**src/rtl/irq_hub_pkg.sv**
```systemverilog
// Package: register map constants shared by the controller and its bench.
// Assumes word addressing with an 8-bit address and 32-bit data.
package irq_hub_pkg;
    localparam int ADDR_W    = 8;
    localparam int DATA_W    = 32;
    localparam logic [ADDR_W-1:0] PEND_ADDR = 8'h40;
    localparam logic [ADDR_W-1:0] MODE_ADDR = 8'h41;
    localparam logic [ADDR_W-1:0] EN_BASE   = 8'h80;
    localparam logic [ADDR_W-1:0] THR_BASE  = 8'hC0;
    localparam logic [ADDR_W-1:0] CLM_BASE  = 8'hC1;
endpackage

```
**src/rtl/irq_hub_gate.sv**
```systemverilog
// Module: per-source gateway. It turns a raw input into a pending bit
// according to the edge/level mode and tracks whether the source is
// claimed. Assumes claim only arrives while pending is set, and that
// complete is a single-cycle pulse already qualified by the caller.
module irq_hub_gate (
    input  logic clk,
    input  logic rst_n,
    input  logic src,
    input  logic edge_mode,
    input  logic claim,
    input  logic complete,
    output logic pend,
    output logic busy
);
    logic src_q;
    logic held;
    logic rise;

    // Rising-edge detect against the previous sample.
    assign rise = src & ~src_q;

    // Pending, in-service and deferred-edge state update.
    always_ff @(posedge clk) begin
        if (!rst_n) begin
            src_q <= 1'b0;
            pend  <= 1'b0;
            busy  <= 1'b0;
            held  <= 1'b0;
        end else begin
            src_q <= src;
            if (claim)
                busy <= 1'b1;
            else if (complete && busy)
                busy <= 1'b0;
            if (edge_mode) begin
                if (claim) begin
                    pend <= 1'b0;
                    held <= held | rise;
                end else if (complete && busy) begin
                    pend <= held | rise;
                    held <= 1'b0;
                end else if (rise) begin
                    if (busy) held <= 1'b1;
                    else      pend <= 1'b1;
                end
            end else begin
                held <= 1'b0;
                if (claim) pend <= 1'b0;
                else       pend <= busy ? 1'b0 : src;
            end
        end
    end
endmodule

```
**src/rtl/irq_hub_pick.sv**
```systemverilog
// Module: per-context selector. It finds the eligible source with the
// highest priority above the threshold, and the lowest ID on a tie.
// Purely combinational. Bit s of the vectors is source ID s+1.
module irq_hub_pick #(
    parameter int NUM_SRC = 10,
    parameter int PRIO_W  = 3,
    localparam int ID_W   = $clog2(NUM_SRC + 1)
) (
    input  logic [NUM_SRC-1:0]        pend,
    input  logic [NUM_SRC-1:0]        en,
    input  logic [NUM_SRC*PRIO_W-1:0] prio_flat,
    input  logic [PRIO_W-1:0]         thr,
    output logic [ID_W-1:0]           best_id,
    output logic                      any
);
    // Linear scan: a strictly greater priority replaces the current best.
    always_comb begin
        logic [PRIO_W-1:0] best_p;
        logic [PRIO_W-1:0] p;
        best_p  = '0;
        best_id = '0;
        for (int s = 0; s < NUM_SRC; s++) begin
            p = prio_flat[s*PRIO_W +: PRIO_W];
            if (pend[s] && en[s] && (p > thr) && (p > best_p)) begin
                best_p  = p;
                best_id = ID_W'(s + 1);
            end
        end
        any = (best_id != '0);
    end
endmodule

```
**src/rtl/irq_hub.sv**
```systemverilog
// Module: top of the multi-context interrupt controller. It holds the
// configuration registers, one gateway per source, one selector and one
// registered output line per context, and the claim/complete decode.
// Assumes NUM_SRC <= 31 and NUM_CTX <= 16 so the register map fits.
module irq_hub
    import irq_hub_pkg::*;
#(
    parameter int NUM_SRC = 10,
    parameter int NUM_CTX = 2,
    parameter int PRIO_W  = 3
) (
    input  logic               clk,
    input  logic               rst_n,
    input  logic [NUM_SRC-1:0] src_in,
    output logic [NUM_CTX-1:0] irq_out,
    input  logic               reg_we,
    input  logic               reg_re,
    input  logic [ADDR_W-1:0]  reg_addr,
    input  logic [DATA_W-1:0]  reg_wdata,
    output logic [DATA_W-1:0]  reg_rdata
);
    localparam int ID_W = $clog2(NUM_SRC + 1);

    logic [PRIO_W-1:0]        prio_q [NUM_SRC];
    logic [NUM_SRC*PRIO_W-1:0] prio_flat;
    logic [NUM_SRC-1:0]       mode_q;
    logic [NUM_SRC-1:0]       en_q   [NUM_CTX];
    logic [PRIO_W-1:0]        thr_q  [NUM_CTX];
    logic [NUM_SRC-1:0]       pend_vec;
    logic [NUM_SRC-1:0]       busy_vec;
    logic [NUM_SRC-1:0]       claim_vec;
    logic [NUM_SRC-1:0]       done_vec;
    logic [ID_W-1:0]          best_id [NUM_CTX];
    logic [NUM_CTX-1:0]       any_vec;
    logic [NUM_CTX-1:0]       claim_hit;
    logic [NUM_CTX-1:0]       done_hit;
    logic [DATA_W-1:0]        rd_mux;

    // Configuration register writes.
    always_ff @(posedge clk) begin
        if (!rst_n) begin
            mode_q <= '0;
            for (int s = 0; s < NUM_SRC; s++) prio_q[s] <= '0;
            for (int c = 0; c < NUM_CTX; c++) begin
                en_q[c]  <= '0;
                thr_q[c] <= '0;
            end
        end else if (reg_we) begin
            for (int s = 0; s < NUM_SRC; s++)
                if (reg_addr == ADDR_W'(s + 1)) prio_q[s] <= reg_wdata[PRIO_W-1:0];
            if (reg_addr == MODE_ADDR) mode_q <= reg_wdata[NUM_SRC:1];
            for (int c = 0; c < NUM_CTX; c++) begin
                if (reg_addr == EN_BASE + ADDR_W'(c))     en_q[c]  <= reg_wdata[NUM_SRC:1];
                if (reg_addr == THR_BASE + ADDR_W'(2 * c)) thr_q[c] <= reg_wdata[PRIO_W-1:0];
            end
        end
    end

    // Per-context claim read and complete write strobes.
    always_comb begin
        for (int c = 0; c < NUM_CTX; c++) begin
            claim_hit[c] = reg_re && (reg_addr == CLM_BASE + ADDR_W'(2 * c));
            done_hit[c]  = reg_we && (reg_addr == CLM_BASE + ADDR_W'(2 * c));
        end
    end

    // Fan claim and qualified completion out to the sources.
    always_comb begin
        for (int s = 0; s < NUM_SRC; s++) begin
            claim_vec[s] = 1'b0;
            done_vec[s]  = 1'b0;
            for (int c = 0; c < NUM_CTX; c++) begin
                if (claim_hit[c] && best_id[c] == ID_W'(s + 1)) claim_vec[s] = 1'b1;
                if (done_hit[c] && en_q[c][s] && reg_wdata == DATA_W'(s + 1)) done_vec[s] = 1'b1;
            end
        end
    end

    genvar gs, gc;
    generate
        for (gs = 0; gs < NUM_SRC; gs++) begin : g_src
            assign prio_flat[gs*PRIO_W +: PRIO_W] = prio_q[gs];
            irq_hub_gate u_gate (
                .clk       (clk),
                .rst_n     (rst_n),
                .src       (src_in[gs]),
                .edge_mode (mode_q[gs]),
                .claim     (claim_vec[gs]),
                .complete  (done_vec[gs]),
                .pend      (pend_vec[gs]),
                .busy      (busy_vec[gs])
            );
        end
        for (gc = 0; gc < NUM_CTX; gc++) begin : g_ctx
            irq_hub_pick #(.NUM_SRC(NUM_SRC), .PRIO_W(PRIO_W)) u_pick (
                .pend      (pend_vec),
                .en        (en_q[gc]),
                .prio_flat (prio_flat),
                .thr       (thr_q[gc]),
                .best_id   (best_id[gc]),
                .any       (any_vec[gc])
            );
        end
    endgenerate

    // Registered interrupt lines.
    always_ff @(posedge clk) begin
        if (!rst_n) irq_out <= '0;
        else        irq_out <= any_vec;
    end

    // Read data selection.
    always_comb begin
        rd_mux = '0;
        for (int s = 0; s < NUM_SRC; s++)
            if (reg_addr == ADDR_W'(s + 1)) rd_mux = DATA_W'(prio_q[s]);
        if (reg_addr == PEND_ADDR) rd_mux = DATA_W'({pend_vec, 1'b0});
        if (reg_addr == MODE_ADDR) rd_mux = DATA_W'({mode_q, 1'b0});
        for (int c = 0; c < NUM_CTX; c++) begin
            if (reg_addr == EN_BASE + ADDR_W'(c))      rd_mux = DATA_W'({en_q[c], 1'b0});
            if (reg_addr == THR_BASE + ADDR_W'(2 * c)) rd_mux = DATA_W'(thr_q[c]);
            if (reg_addr == CLM_BASE + ADDR_W'(2 * c)) rd_mux = DATA_W'(best_id[c]);
        end
    end

    // Read data register, valid one cycle after the strobe.
    always_ff @(posedge clk) begin
        if (!rst_n)      reg_rdata <= '0;
        else if (reg_re) reg_rdata <= rd_mux;
    end
endmodule

```
**config.mk**
```make
export PLATFORM = sky130hd
export DESIGN_NAME = irq_hub
export DESIGN_NICKNAME = d
export VERILOG_FILES = /design/src/rtl/irq_hub_pkg.sv /design/src/rtl/irq_hub_gate.sv /design/src/rtl/irq_hub_pick.sv /design/src/rtl/irq_hub.sv
export SDC_FILE = /design/constraint.sdc
export NUM_CORES = 1
export LEC_CHECK = 0
export BUFFER_PORTS_ARGS = -buffer_cell sky130_fd_sc_hd__buf_2
export CORE_AREA = 3 3 173 133
export DETAILED_ROUTE_END_ITERATION = 6
export DIE_AREA = 0 0 176 136
export PLACE_DENSITY = 0.7
export RECOVER_POWER = 100
export SLEW_MARGIN = 20
export SYNTH_ARGS = -nofsm -noshare
export SYNTH_HDL_FRONTEND = slang
export SYNTH_SLANG_ARGS = --single-unit
```
**constraint.sdc**
```tcl
create_clock -name clk -period 17.12 [get_ports clk]
set_clock_uncertainty 0.2 [all_clocks]
set_input_delay 0.856 -clock clk [delete_from_list [all_inputs] [get_ports clk]]
set_output_delay 0.856 -clock clk [all_outputs]
set_load 0.01 [all_outputs]
```
# Yosys cells after proc, flatten, opt, wreduce, memory -nomap -nowiden
# Memories as Yosys holds them, arrays and structs flattened.
# Index checks and enable logic that the tools add are counted.
dict set report totals {
  word_cells 691
  inputBits 54
  mem_bits_rw 56
  latch_bits 0
  mem_bits_ro 0
  out_inout_bits 34
  reg_bits 84
  memories 3
}
# memory words word_bits rd rd_clocked_by_memory_dff wr line
set mem_list {}
lappend mem_list {prio_q 10 3 10 0 10 irq_hub.sv:24} ;# logic [PRIO_W-1:0] prio_q [NUM_SRC];
lappend mem_list {en_q 2 10 2 0 2 irq_hub.sv:27} ;# logic [NUM_SRC-1:0] en_q [NUM_CTX];
lappend mem_list {thr_q 2 3 2 0 2 irq_hub.sv:28} ;# logic [PRIO_W-1:0] thr_q [NUM_CTX];
dict set report op_classes {
  n_bitwise 44
  magnitude_cmp 39
  mul 0
  n_mux 297
  n_reduce_logical 197
  add_sub_neg 0
  shift 0
  div_mod_pow 0
  eq_ne 68
}
# operator n
set op_table {}
lappend op_table {{32-bit 2-to-1 mux} 17}
lappend op_table {{1-bit 2-to-1 mux} 229}
lappend op_table {{1-bit logical AND} 134}
lappend op_table {{32-bit by 3-bit equality test with 1-bit output (second input constant)} 4}
lappend op_table {{3-bit 2-to-1 mux} 39}
lappend op_table {{3-bit greater-than comparator} 38}
lappend op_table {{32-bit by 4-bit equality test with 1-bit output (second input constant)} 3}
lappend op_table {{32-bit by 2-bit equality test with 1-bit output (second input constant)} 2}
lappend op_table {{2-bit AND reduction} 31}
lappend op_table {{3-bit nonzero test} 20}
lappend op_table {{8-bit equality test (second input constant)} 6}
lappend op_table {{4-bit by 1-bit inequality test with 1-bit output (second input constant)} 10}
lappend op_table {{4-bit by 3-bit inequality test with 1-bit output (second input constant)} 10}
lappend op_table {{32-bit by 1-bit equality test with 1-bit output (second input constant)} 1}
lappend op_table {{4-bit by 3-bit equality test with 1-bit output (second input constant)} 8}
lappend op_table {{8-bit by 3-bit equality test with 1-bit output (second input constant)} 4}
lappend op_table {{4-bit equality test (second input constant)} 6}
lappend op_table {{8-bit by 4-bit equality test with 1-bit output (second input constant)} 3}
lappend op_table {{4-bit 2-to-1 mux} 6}
lappend op_table {{1-bit OR} 24}
lappend op_table {{10-bit 2-to-1 mux} 2}
lappend op_table {{2-bit nonzero test} 10}
lappend op_table {{4-bit by 2-bit equality test with 1-bit output (second input constant)} 4}
lappend op_table {{8-bit by 2-bit equality test with 1-bit output (second input constant)} 2}
lappend op_table {{8 further kinds} 32}

# Longest topological paths before layout
# Gate-level depths: netlist of the first run.
# An unclocked memory read counts as a cell.
dict set report logic_depth {
  depth_word 38
  ltp_mapped 76
  ltp_nobuf 74
}

# By module
# Synthesis of the first run repeated with hierarchy kept, for this count alone.
dict set report unflattened {
  cells_unflattened 1174
  area_unflattened_um2 10114.7
}
# mod instances cells_per_inst seq_area_each_um2 area_per_inst_um2
set by_module_without_submodules {}
lappend by_module_without_submodules {irq_hub 1 475 2142.1 4489.3}
lappend by_module_without_submodules {{irq_hub_pick at g_ctx[0].u_pick} 1 264 0.0 2010.7}
lappend by_module_without_submodules {{irq_hub_pick at g_ctx[1].u_pick} 1 245 0.0 1888.1}
lappend by_module_without_submodules {irq_hub_gate 10 19 80.1 172.7}

# Worst setup path after synthesis of the first run
# Ideal clock, no wire load.
dict set report synth_path {
  kind {reg-to-reg}
  start {memory thr_q[0][2]}
  end {register g_src[1].u_gate.held}
  path_stages_with_launch 69
  synth_period_minus_slack_ps 14420
  arrival_time_ps 14160
  setup_time_ps 60
  slack_ps 2700
  path_buffers 2
  required_ps 16860
  cell_sequence {edfxtp_1 inv_1 ha_1 nand3_1 o2111ai_1 nor2_1 nand2_1 ha_1 nand3_1 and4_4 a2111oi_2 nor2_1 ha_1 nand3b_1 a22oi_1 and2_1 buf_2 a21oi_1 [... 33 more ...] inv_1 o31a_1 o21ai_0 a21boi_0 ha_1 nor2b_1 o21ai_0 a221oi_1 clkbuf_1 mux2_2 ha_1 o21a_1 o221ai_1 nor2b_1 nand3_1 or2_1 o32ai_1 o2111a_1}
}
# element line
set synth_rtl {}
lappend synth_rtl {{from (decl)} irq_hub.sv:28}
lappend synth_rtl {{to (signal assigned)} irq_hub_gate.sv:38} ;# held <= held | rise;
lappend synth_rtl {{to (decl)} irq_hub_gate.sv:16} ;# logic held;

==> Implementation_results.wiki, run 1 <==
{| class="wikitable"
! Metric !! Value
|-
| Result of the run || complete, but fails checks
|-
| Failing checks || max-capacitance violations, max-slew violations
|-
| Root buffer cell || clkbuf_16
|-
| Number of enable-type register cells in the synthesized netlist || 56
|-
| Num Clock Sinks || 119
|-
| Post-synth ARST share || 0%
|-
| Switching fraction of total power || 32.40%
|-
| Post-Syn Area || 9603 µm²
|-
| Max Used Layer || met4
|-
| Routed length on met2 || roughly 13000 µm
|-
| Count of nets after finishing || 1377
|-
| Min Hold Slack || 0.2973 ns
|-
| Hold-fix buffer count after cts || 0
|-
| Delay of the slowest cell on the worst path || 0.63 ns
|-
| Crit-path slowest cell || edfxtp_1
|-
| Destination of the worst register-to-register timing path || g_src[1].u_gate.held
|-
| Start-to-end type of the worst setup path || flop to flop
|-
| Flop-to-flop setup slack || 1.05 ns
|-
| Total DRC errors in the routed layout || 0
|-
| Critical path arrival || approximately 16 ns
|-
| CTS tree || yes
|-
| Reg power frac || 39.9%
|-
| Number of buffers inserted by port buffering || 66
|-
| Number of primary I/O pins || 88
|-
| Bufs and invs on worst path || 3
|-
| Number of max-cap violations || 1
|-
| Cell-internal power || 556.3 µW
|-
| Critical path launch point type || flop
|-
| Insertion delay to the later sink of the worst-skew pair || 0.43 ns
|-
| Relative contribution of combinational cells to total power || roughly a fifth
|-
| Wire length the detailed router placed on met1 || 14960 µm
|-
| Via/cell ratio || 6.416
|-
| Share of Yosys cell area claimed by the top area cell type || around 18%
|-
| Remaining Overflow, GRT || 0
|-
| Wirelength per Cell || 21.66 µm
|-
| Endpoint of the most critical setup path || g_src[1].u_gate.held
|-
| Via count of the first global-routing pass || 8832
|-
| Most frequent cells in the layout || nor2_1, nand2_1, ha_1, a21oi_1, o21ai_0
|-
| Average cell area after synthesis || 8.293 µm²
|-
| Final std cells w/o fill || 1528
|-
| Leakage power of the design || 0.004063 µW
|-
| Final hold violation count || 0
|-
| # diodes || 0
|-
| Initial Utilization || 45.22%
|-
| Launching instance or port of the critical path || thr_q[0][0]
|-
| Dominant delay contributor by cell family on the critical path || compound AO/OA/AOI/OAI gates
|-
| Die boundary height || 136 µm
|-
| Cell count after synthesis || 1158
|-
| Total length of routed wires || 33090 µm
|-
| Cell taking the most area after synthesis || edfxtp_1
|-
| First DRT Iteration DRCs || 1421
|-
| Final setup fails || 0
|-
| Overall die width || 176 µm
|-
| Placement row count || 46
|-
| Core utilization of the finished layout || between 50% and 60%
|-
| Final worst-path setup slack || 1.049 ns
|-
| DR vias || 9804
|-
| Data required time at the worst endpoint || 17.28 ns
|-
| Critical path endpoint category || flop
|-
| Slew @ Worst Pin || around 2.4 ns
|-
| Final number of max-transition violations || 55
|-
| Minimum setup slack after placement || 1.193 ns
|-
| Pin count of the biggest net entering global routing || 55
|-
| Count of synthesis-stage warnings from yosys || 0
|-
| Total routing resource utilization after global routing || 27.37%
|-
| Area contributors post-synth || edfxtp_1, dfxtp_1, ha_1
|-
| Relative slew slack || -62.84%
|-
| Most frequent standard cell in the layout excluding fill and tap cells || nor2_1
|-
| Reg-to-Reg Start || thr_q[0][0]
|-
| Placed Cells || between 1000 and 1500
|-
| Count of TritonRoute iterations in the first routing pass || 6
|-
| Class of the most critical hold timing path || flop to flop
|-
| Global-route wire length before repair || between 50000 and 60000 µm
|-
| Proportion of layout cells with a drive suffix above 1 || 11.21%
|-
| NetSw || about 270 µW
|-
| RD Place Congestion || 0.9846
|-
| Syn-to-layout area delta || 12.20%
|-
| Part of the Yosys area used for sequential elements || 30.64%
|-
| Overall die area || between 20000 and 25000 µm²
|-
| Critical-path maximum fanout || 13
|-
| Routed met3 length || 4436 µm
|-
| Max Clk Rate || between 60 and 70 MHz
|-
| Final HPWL DP || roughly 26000 µm
|-
| Most Frequent Cell on Critical Path || ha_1
|-
| Worst min-delay path startpoint || reg_rdata[7]
|-
| Power per cell area || between 70 and 80 nW/µm²
|-
| Post-route minimum period || about 16 ns
|-
| Core Area || 21240 µm²
|-
| Number of antenna violations at the first check in global routing || 0
|-
| Number of distinct library cells after synthesis || 86
|-
| H-tree Lvls || 4
|-
| Period utilization || 93.87%
|-
| Clock power frac || 41.0%
|-
| Most common flop cell mapped by yosys || dfxtp_1
|-
| Number of stages on the worst setup path || 69
|-
| Flip-flop and latch count after synthesis || 119
|-
| Buffers from clock root to sink, at most || 2
|-
| Setup repair after global routing missed its margin || no
|-
| Final antenna-violating net count || 0
|-
| Worst reg2reg path depth || 69
|-
| IR Drop Worst-Case VDD || 0.06243 mV
|-
| Clock slew seen by the registers of the worst setup and hold paths || 0.06 ns
|-
| Number of buffers created by CTS || 17
|-
| Setup total negative slack || 0 ns
|}
worst min path at each step:
stage                                 endpoint  slack, ns  cells after the start
after floorplan           g_src[8].u_gate.held       0.25                      2
after global placement            reg_rdata[5]       0.27                      2
after detailed placement         reg_rdata[10]       0.28                      2
after CTS                 g_src[7].u_gate.held       0.29                      2
after global routing              reg_rdata[5]       0.32                      2
final                             reg_rdata[7]       0.30                      2
timing repair:
action,in CTS,in global routing
setup buffers,0,3
setup endpoints to repair,0,24
gates resized for setup,0,7
metrics by stage:
step	instance area, µm²	power [µW]
floorplan	9678	434.2
global placement	10200	481.0
detailed placement	10200	483.9
CTS	10740	816.7
global route	10770	852.2
finish	10770	823.0
flip-flops by register name, summed over array words and instances (netlist names):
register,cells
g_src.u_gate.pend,10
g_src.u_gate.busy,10
irq_out,2
en_q,20
g_src.u_gate.src_q,10
prio_q,30
mode_q,10
reg_rdata,11
thr_q,6
g_src.u_gate.held,10
worst min-delay path, cell delays in order (launching register included):
cell and delay (ns):
dfxtp_1 0.33, a21oi_1 0.07, nor2_1 0.07
layout make-up:
class                   instances  area, µm²
multi-input cells             957       6320
well taps                     288      360.3
clock inverters                15      115.1
repair buffers                 81      415.4
inverters                      51      195.2
flip-flops and latches        119       2943
clock buffers                  17      425.4
fillers                      1978      10460
cells in the mapped netlist (all sizes together) (8+ instances only):
master / n
a211oi: 10
nand3: 64
o21a: 10
o211ai: 10
o21ai: 70
or3: 9
a21oi: 70
buf: 24
dfxtp: 63
nor4: 14
and2: 28
nor2: 125
nor2b: 24
a221oi: 8
clkbuf: 27
edfxtp: 56
nand2b: 18
and3: 15
a21o: 9
nand4: 14
o221ai: 8
nand2: 107
a31oi: 25
a22o: 8
nor3: 30
nand3b: 15
ha: 96
mux2: 11
inv: 51
a22oi: 30
layer usage:
metal / GRT usage (%) / vias to the layer above
met1: 41.50 / 4618
met2: 37.88 / 613
met4: 6.505 / 0
li1: - / 4506
met5: 0 / -
met3: 7.873 / 67
power by group through the flow:
stage	Sequential [µW]	Clock [µW]	Combinational (µW)
finish	328	337	157
global route	329	348	175
CTS	328	337	152
detailed placement	334	0	150
global placement	334	0	148
floorplan	323	0	111
cells by family (layout without fill, tap and decap cells):
family	count (synthesis)	after routing	share of synthesized area, %
buffers and inverters	102	164	4.821
multiplexers	13	13	1.498
other	1	21	0.03905
flip-flops	119	119	30.64
AND/OR/NAND/NOR	492	492	25.77
adder cells (fa/ha/maj)	102	102	13.15
AO/OA/AOI/OAI	329	329	24.08
Power figures use the tool's default switching activity.
==> inputs of run 2 (changes only) <==
--- a/config.mk
+++ b/config.mk
@@ -9,7 +9,7 @@
 export CORE_AREA = 3 3 173 133
 export DETAILED_ROUTE_END_ITERATION = 6
 export DIE_AREA = 0 0 176 136
-export PLACE_DENSITY = 0.7
+export PLACE_DENSITY = 0.72
 export RECOVER_POWER = 100
 export SLEW_MARGIN = 20
 export SYNTH_ARGS = -nofsm -noshare
==> constraint.sdc (replaced) <==
create_clock -name clk -period 13.85 [get_ports clk]
set_clock_uncertainty 0.2 [all_clocks]
set_input_delay 0.6925 -clock clk [delete_from_list [all_inputs] [get_ports clk]]
set_output_delay 0.6925 -clock clk [all_outputs]
set_load 0.05 [all_outputs]
==> run 2 against run 1 <==
The run ends with design-rule violations left. Register-to-register slack worse by 0.75 ns. Core utilization is 6.4 points higher. Routed wire length is 7.3% higher. Largest cell class unchanged.
==> Implementation_results.wiki, run 2 (synthesized netlist as in run 1, its figures left out) <==
{| class="wikitable"
! Metric !! Value
|-
| Buffers from clock root to sink, at most || 2
|-
| Count of nets after finishing || 1463
|-
| Start-to-end type of the worst setup path || flop to flop
|-
| Core Area || 21240 µm²
|-
| Most frequent cells in the layout || nor2_1, nand2_1, buf_4, ha_1, dfxtp_1
|-
| Class of the most critical hold timing path || flop to flop
|-
| Count of TritonRoute iterations in the first routing pass || 7
|-
| Pin count of the biggest net entering global routing || 55
|-
| # diodes || 0
|-
| Count of cells along the worst hold path || 2
|-
| Clock power frac || 39.2%
|-
| Worst reg2reg path depth || 71
|-
| Overall die area || 23940 µm²
|-
| Via/cell ratio || 6.370
|-
| Most Frequent Cell on Critical Path || ha_1
|-
| IR Drop Worst-Case VDD || 0.06960 mV
|-
| Period utilization || 97.85%
|-
| Terminating pin of the worst hold path || reg_rdata[5]
|-
| DR vias || between 10000 and 15000
|-
| Global-route wire length before repair || 52830 µm
|-
| Root buffer cell || clkbuf_16
|-
| Data required time at the worst endpoint || approximately 14 ns
|-
| Switching fraction of total power || 33.09%
|-
| Number of buffers inserted by port buffering || 66
|-
| Number of primary I/O pins || 88
|-
| Via count of the first global-routing pass || roughly 9200
|-
| Syn-to-layout area delta || 26.40%
|-
| Failing checks || design-rule violations
|-
| Clock slew seen by the registers of the worst setup and hold paths || around 0.07 ns
|-
| Remaining Overflow, GRT || 0
|-
| Result of the run || complete, but fails checks
|-
| Insertion delay to the later sink of the worst-skew pair || 0.43 ns
|-
| Total length of routed wires || around 36000 µm
|-
| Register with the most flip-flops || prio_q
|-
| Flop-to-flop setup slack || 0.30 ns
|-
| Initial Utilization || 45.22%
|-
| Reg-to-Reg Start || prio_q[0][2]
|-
| Critical path launch point type || flop
|-
| Slew @ Worst Pin || 1.275 ns
|-
| Final setup fails || 0
|-
| Setup repair after global routing missed its margin || yes
|-
| CTS tree || yes
|-
| Relative slew slack || 14.35%
|-
| Max Clk Rate || between 70 and 80 MHz
|-
| Placed cell areas || 10720 µm²
|-
| Final antenna-violating net count || 0
|-
| Design Power || around 1100 µW
|-
| Proportion of layout cells with a drive suffix above 1 || between 20% and 30%
|-
| Number of antenna violations at the first check in global routing || 1
|-
| Critical path arrival || 13.72 ns
|-
| Destination of the worst register-to-register timing path || g_src[1].u_gate.held
|-
| NetSw || around 370 µW
|-
| Overall die width || 176 µm
|-
| Most frequent standard cell in the layout excluding fill and tap cells || nor2_1
|-
| Worst min-delay path startpoint || reg_rdata[5]
|-
| Cell-internal power || around 740 µW
|-
| RD Place Congestion || 0.9929
|-
| Num Clock Sinks || 119
|-
| Critical-path maximum fanout || 7
|-
| Final number of max-transition violations || 0
|-
| Delay of the slowest cell on the worst path || 0.41 ns
|-
| Placement row count || 46
|-
| Critical path endpoint category || flop
|-
| Number of max-cap violations || 0
|-
| Total DRC errors in the routed layout || 2
|-
| Number of buffers created by CTS || 17
|-
| Crit-path slowest cell || edfxtp_1
|-
| Leading registers by flop count || prio_q x30, en_q x20, reg_rdata x11
|-
| Power per cell area || 91.73 nW/µm²
|-
| Core utilization of the finished layout || 57.15%
|-
| Min Hold Slack || between 0.2 and 0.3 ns
|-
| Leakage power of the design || 0.004615 µW
|-
| Final HPWL DP || 26020 µm
|-
| Final hold violation count || 0
|-
| Final standard cell area without fillers || roughly 12000 µm²
|-
| Number of flip-flops in the largest register || 30
|-
| Total routing resource utilization after global routing || between 20% and 30%
|-
| Post-route minimum period || 13.55 ns
|-
| Reg power frac || 36.2%
|-
| Wirelength per Cell || 22.01 µm
|-
| H-tree Lvls || 4
|-
| First DRT Iteration DRCs || 1457
|-
| Die boundary height || 136 µm
|-
| Relative contribution of combinational cells to total power || around 25%
|}
-- run 2: power by group through the flow --
stage	combinational (µW)	clock [µW]	sequential (µW)
after floorplan	151	0	406
after global placement	219	0	408
after detailed placement	224	0	408
after CTS	231	435	401
after global routing	297	455	404
final	274	437	403
-- run 2: final cells by class --
class | instances | area (µm²)
repair buffers | 167 | 1092
multi-input cells | 957 | 6983
clock inverters | 14 | 135.1
inverters | 51 | 191.4
clock buffers | 18 | 432.9
well taps | 288 | 360.3
flip-flops and latches | 119 | 2943
fillers | 1864 | 9100
-- run 2: how the worst max path moves through the flow --
stage	from	endpoint	slack (ns)	cells after the start
final	prio_q[0][2]	g_src[1].u_gate.held	0.30	71
after global routing	prio_q[0][1]	g_src[1].u_gate.held	-0.33	71
after CTS	prio_q[0][1]	g_src[5].u_gate.held	0.007	65
after detailed placement	prio_q[0][2]	g_src[1].u_gate.held	-0.29	71
after global placement	prio_q[0][1]	g_src[5].u_gate.held	0.09	66
after floorplan	thr_q[0][0]	g_src[0].u_gate.held	0.02	73
-- run 2: critical path: cells and delay by family, from the launching register on --
| family | cells | cell delay [ns] |
|---|---|---|
| muxes | 3 | 0.90 |
| DFF | 1 | 0.41 |
| adders and majority gates | 12 | 3.29 |
| and+or+nand+nor | 24 | 3.13 |
| AOI/OAI and AO/OA | 27 | 4.96 |
| buffers and inverters | 5 | 0.60 |
-- run 2: repair_timing --
item                       in CTS  in global routing
hold buffers                    0                  0
setup endpoints to repair      25                 36
pin swaps                       8                 66
buffers inserted                7                 26
gates resized for setup        20                110
-- run 2: per-stage QoR --
step	worst slack [ns]	TNS [ns]	std cells
floorplan	0.01685	0	1178
global placement	0.08900	0	1550
detailed placement	-0.2893	-3.453	1550
CTS	0.006876	0	1589
global route	-0.3305	-4.940	1614
finish	0.2978	0	1614
-- run 2: metal layers --
metal  part of all wire [%]  vias up  global-route usage (%)
li1                       -     4683                       -
met1                     42     4865                   41.70
met2                     42      649                   40.12
met3                     13       84                   8.012
met4                    2.8        0                   8.571
met5                      0        -                       0
==> inputs of run 3 (changes only) <==
--- a/config.mk
+++ b/config.mk
@@ -6,12 +6,13 @@
 export NUM_CORES = 1
 export LEC_CHECK = 0
 export BUFFER_PORTS_ARGS = -buffer_cell sky130_fd_sc_hd__buf_2
-export CORE_AREA = 3 3 173 133
+export CORE_AREA = 3 3 178 136
 export DETAILED_ROUTE_END_ITERATION = 6
-export DIE_AREA = 0 0 176 136
+export DIE_AREA = 0 0 181 139
 export PLACE_DENSITY = 0.72
 export RECOVER_POWER = 100
 export SLEW_MARGIN = 20
 export SYNTH_ARGS = -nofsm -noshare
 export SYNTH_HDL_FRONTEND = slang
+export SYNTH_HIERARCHICAL = 1
 export SYNTH_SLANG_ARGS = --single-unit
==> constraint.sdc (replaced) <==
create_clock -name clk -period 13.85 [get_ports clk]
set_clock_uncertainty 0.2 [all_clocks]
set_input_delay 1.385 -clock clk [delete_from_list [all_inputs] [get_ports clk]]
set_output_delay 1.385 -clock clk [all_outputs]
set_load 0.05 [all_outputs]
==> run 3 against run 2 <==
Global-route usage is 3.3 points lower. The run ends with max-capacitance violations, max-slew violations left. Maximum frequency is 1.5% higher. Largest cell class unchanged. Synthesized cell count is 1.4% higher. Worst hold slack better by 0.033 ns. Count of clock-buffer cells in the layout is 2 higher.
==> Implementation_results.wiki, run 3 <==
{| class="wikitable"
! Metric !! Value
|-
| CTS tree || yes
|-
| Top post-synthesis cells by count || ha_1, nand2_1, nor2_1
|-
| Number of max-cap violations || 3
|-
| Power per cell area || between 90 and 100 nW/µm²
|-
| Critical-path maximum fanout || 7
|-
| Average cell area after synthesis || roughly 8.6 µm²
|-
| Cell-internal power || 755.4 µW
|-
| Number of buffers created by CTS || 17
|-
| Launching instance or port of the critical path || prio_q[0][1]
|-
| Count of TritonRoute iterations in the first routing pass || 6
|-
| Final number of max-transition violations || 93
|-
| Max Clk Rate || 74.86 MHz
|-
| Via count of the first global-routing pass || around 8900
|-
| Leading registers by flop count || prio_q x30, en_q x20, reg_rdata x11
|-
| Post-synth ARST share || 0%
|-
| H-tree Lvls || 4
|-
| # diodes || 0
|-
| Count of nets after finishing || 1434
|-
| Delay of the slowest cell on the worst path || 0.49 ns
|-
| Number of buffers inserted by port buffering || 66
|-
| Cell count after synthesis || 1174
|-
| Post-Syn Area || 10110 µm²
|-
| Hold-fix buffer count after cts || 0
|-
| Final HPWL DP || 24870 µm
|-
| Total routing resource utilization after global routing || between 20% and 30%
|-
| Relative contribution of combinational cells to total power || 22.4%
|-
| Worst reg2reg path depth || 65
|-
| Total DRC errors in the routed layout || 0
|-
| Via/cell ratio || 6.276
|-
| Buffers from clock root to sink, at most || 2
|-
| Switching fraction of total power || 31.67%
|-
| Slew @ Worst Pin || roughly 2.1 ns
|-
| Minimum setup slack after placement || -0.4662 ns
|-
| Class of the most critical hold timing path || flop to flop
|-
| RD Place Congestion || ~0.93
|-
| Insertion delay to the later sink of the worst-skew pair || 0.42 ns
|-
| Number of distinct library cells after synthesis || slightly below 100
|-
| Cell taking the most area after synthesis || edfxtp_1
|-
| NetSw || 350.0 µW
|-
| Most common flop cell mapped by yosys || dfxtp_1
|-
| Critical path arrival || 13.46 ns
|-
| Final hold violation count || 0
|-
| Failing checks || max-capacitance violations, max-slew violations
|-
| Clock slew seen by the registers of the worst setup and hold paths || 0.06 ns
|-
| Start-to-end type of the worst setup path || flop to flop
|-
| Flop-to-flop setup slack || 0.49 ns
|-
| Pin count of the biggest net entering global routing || 47
|-
| Most frequent cells in the layout || ha_1, nand2_1, inv_1, nor2_1, dfxtp_1
|-
| Most frequent standard cell in the layout excluding fill and tap cells || ha_1
|-
| Root buffer cell || clkbuf_16
|-
| Placement row count || between 40 and 50
|-
| Remaining Overflow, GRT || 0
|-
| Final worst-path setup slack || 0.4926 ns
|-
| Number of flip-flops in the largest register || 30
|-
| Destination of the worst register-to-register timing path || g_src[5].u_gate/pend
|-
| Proportion of layout cells with a drive suffix above 1 || 19.92%
|-
| Data required time at the worst endpoint || 13.95 ns
|-
| Number of enable-type register cells in the synthesized netlist || 56
|-
| Design Power || 1105 µW
|-
| Die boundary height || 139 µm
|-
| Reg-to-Reg Start || prio_q[0][1]
|-
| IR Drop Worst-Case VDD || roughly 0.065 mV
|-
| Final standard cell area without fillers || 11950 µm²
|-
| Area contributors post-synth || edfxtp_1, dfxtp_1, ha_1
|-
| Min Hold Slack || 0.3245 ns
|-
| Clock power frac || 41.1%
|-
| Final setup fails || 0
|-
| Period utilization || 96.44%
|-
| Overall die area || 25160 µm²
|-
| Result of the run || complete, but fails checks
|-
| Num Clock Sinks || about 120
|-
| DR vias || 10010
|-
| First DRT Iteration DRCs || approximately 1200
|-
| Register with the most flip-flops || prio_q
|-
| Core utilization of the finished layout || between 50 and 60%
|-
| Wirelength per Cell || 20.95 µm
|-
| Core Area || 22760 µm²
|-
| Syn-to-layout area delta || 18.16%
|-
| Crit-path slowest cell || a2111oi_4
|-
| Flip-flop and latch count after synthesis || ~120
|-
| Share of Yosys cell area claimed by the top area cell type || 16.63%
|-
| Number of primary I/O pins || 88
|-
| Overall die width || around 180 µm
|-
| Count of synthesis-stage warnings from yosys || 6
|-
| Final antenna-violating net count || 0
|-
| Part of the Yosys area used for sequential elements || 29.09%
|-
| Global-route wire length before repair || 50450 µm
|-
| Leakage power of the design || 0.004566 µW
|-
| Number of antenna violations at the first check in global routing || 0
|-
| Reg power frac || 36.5%
|-
| Relative slew slack || -42.84%
|-
| Total length of routed wires || 33410 µm
|-
| Endpoint of the most critical setup path || g_src[5].u_gate/pend
|-
| Post-route minimum period || 13.36 ns
|-
| Initial Utilization || 44.44%
|-
| Critical path endpoint category || flop
|-
| Most Frequent Cell on Critical Path || ha_1
|-
| Critical path launch point type || flop
|-
| Placed cell areas || around 11000 µm²
|}
==> run 3: cell count changes after synthesis, moves of 13 or more <==
cell / before / now
nor3_1: 27 / 45
nor2b_1: 24 / 41
a21boi_0: 4 / 28
o32ai_1: 1 / 14
nor2_1: 124 / 75
o21ai_0: 65 / 46
clkbuf_1: 27 / 14
inv_1: 51 / 72
a31oi_1: 24 / 4
o211ai_1: 10 / 23
==> run 3: how the worst min path moves through the flow <==
| stage | start | end | slack (ns) | cells after the start |
|---|---|---|---|---|
| global route | mode_q[9] | g_src[9].u_gate/held | 0.35 | 2 |
| detailed placement | mode_q[4] | mode_q[4] | 0.32 | 2 |
| CTS | mode_q[4] | g_src[4].u_gate/held | 0.32 | 2 |
| floorplan | mode_q[6] | mode_q[6] | 0.28 | 2 |
| global placement | mode_q[9] | g_src[9].u_gate/held | 0.31 | 2 |
| finish | mode_q[4] | g_src[4].u_gate/held | 0.32 | 2 |
==> run 3: kinds of logic (layout without fill, tap and decap cells) <==
kind of cell / after synthesis / in the layout / share of synthesized area (%)
compound gates: 330 / 330 / 24.47
fa+ha+maj: 100 / 100 / 12.33
other cells: 1 / 21 / 0.03707
simple gates: 482 / 482 / 26.21
buf+inv: 124 / 225 / 5.653
flops: 119 / 119 / 29.09
mux: 18 / 18 / 2.202
==> run 3: critical path, delay by kind of cell, from the launching register on <==
family | cells | cell delay, ns
fa+ha+maj | 11 | 3.12
compound gates | 16 | 3.26
flops | 1 | 0.40
simple gates | 29 | 4.15
buf+inv | 4 | 0.44
mux | 5 | 1.67
==> run 3: through the flow <==
step,setup TNS (ns),std cells
floorplan,0,1194
global placement,0,1539
detailed placement,-4.519,1539
CTS,0,1575
global route,-0.5416,1595
finish,0,1595
==> run 3: power by group through the flow <==
stage,logic [µW],registers (µW),clock network (µW)
2_1_floorplan,154,404,0
3_3_place_gp,210,409,0
3_5_place_dp,215,409,0
4_1_cts,221,402,452
5_1_grt,270,404,473
6_report,248,403,455
==> run 3: layout make-up <==
type | instances | area, µm²
Multi-Input combinational cell | 951 | 7032
Clock inverter | 12 | 108.9
Clock buffer | 20 | 500.5
Fill cell | 2039 | 10810
Tap cell | 300 | 375.4
Inverter | 72 | 270.3
Sequential cell | 119 | 2943
Timing Repair Buffer | 121 | 721.9
==> run 3: metal layers <==
metal	vias up	global-route usage, %	share of wire (%)
li1	4627	-	-
met1	4775	38.21	45
met2	544	36.07	42
met3	64	5.558	11
met4	0	5.929	1.8
met5	-	0	0
==> run 3: repair_timing <==
action,4_1_cts,5_1_grt
gates resized for setup,11,73
setup buffers,4,20
setup endpoints to repair,27,36
pin swaps,1,26
cloned,0,0
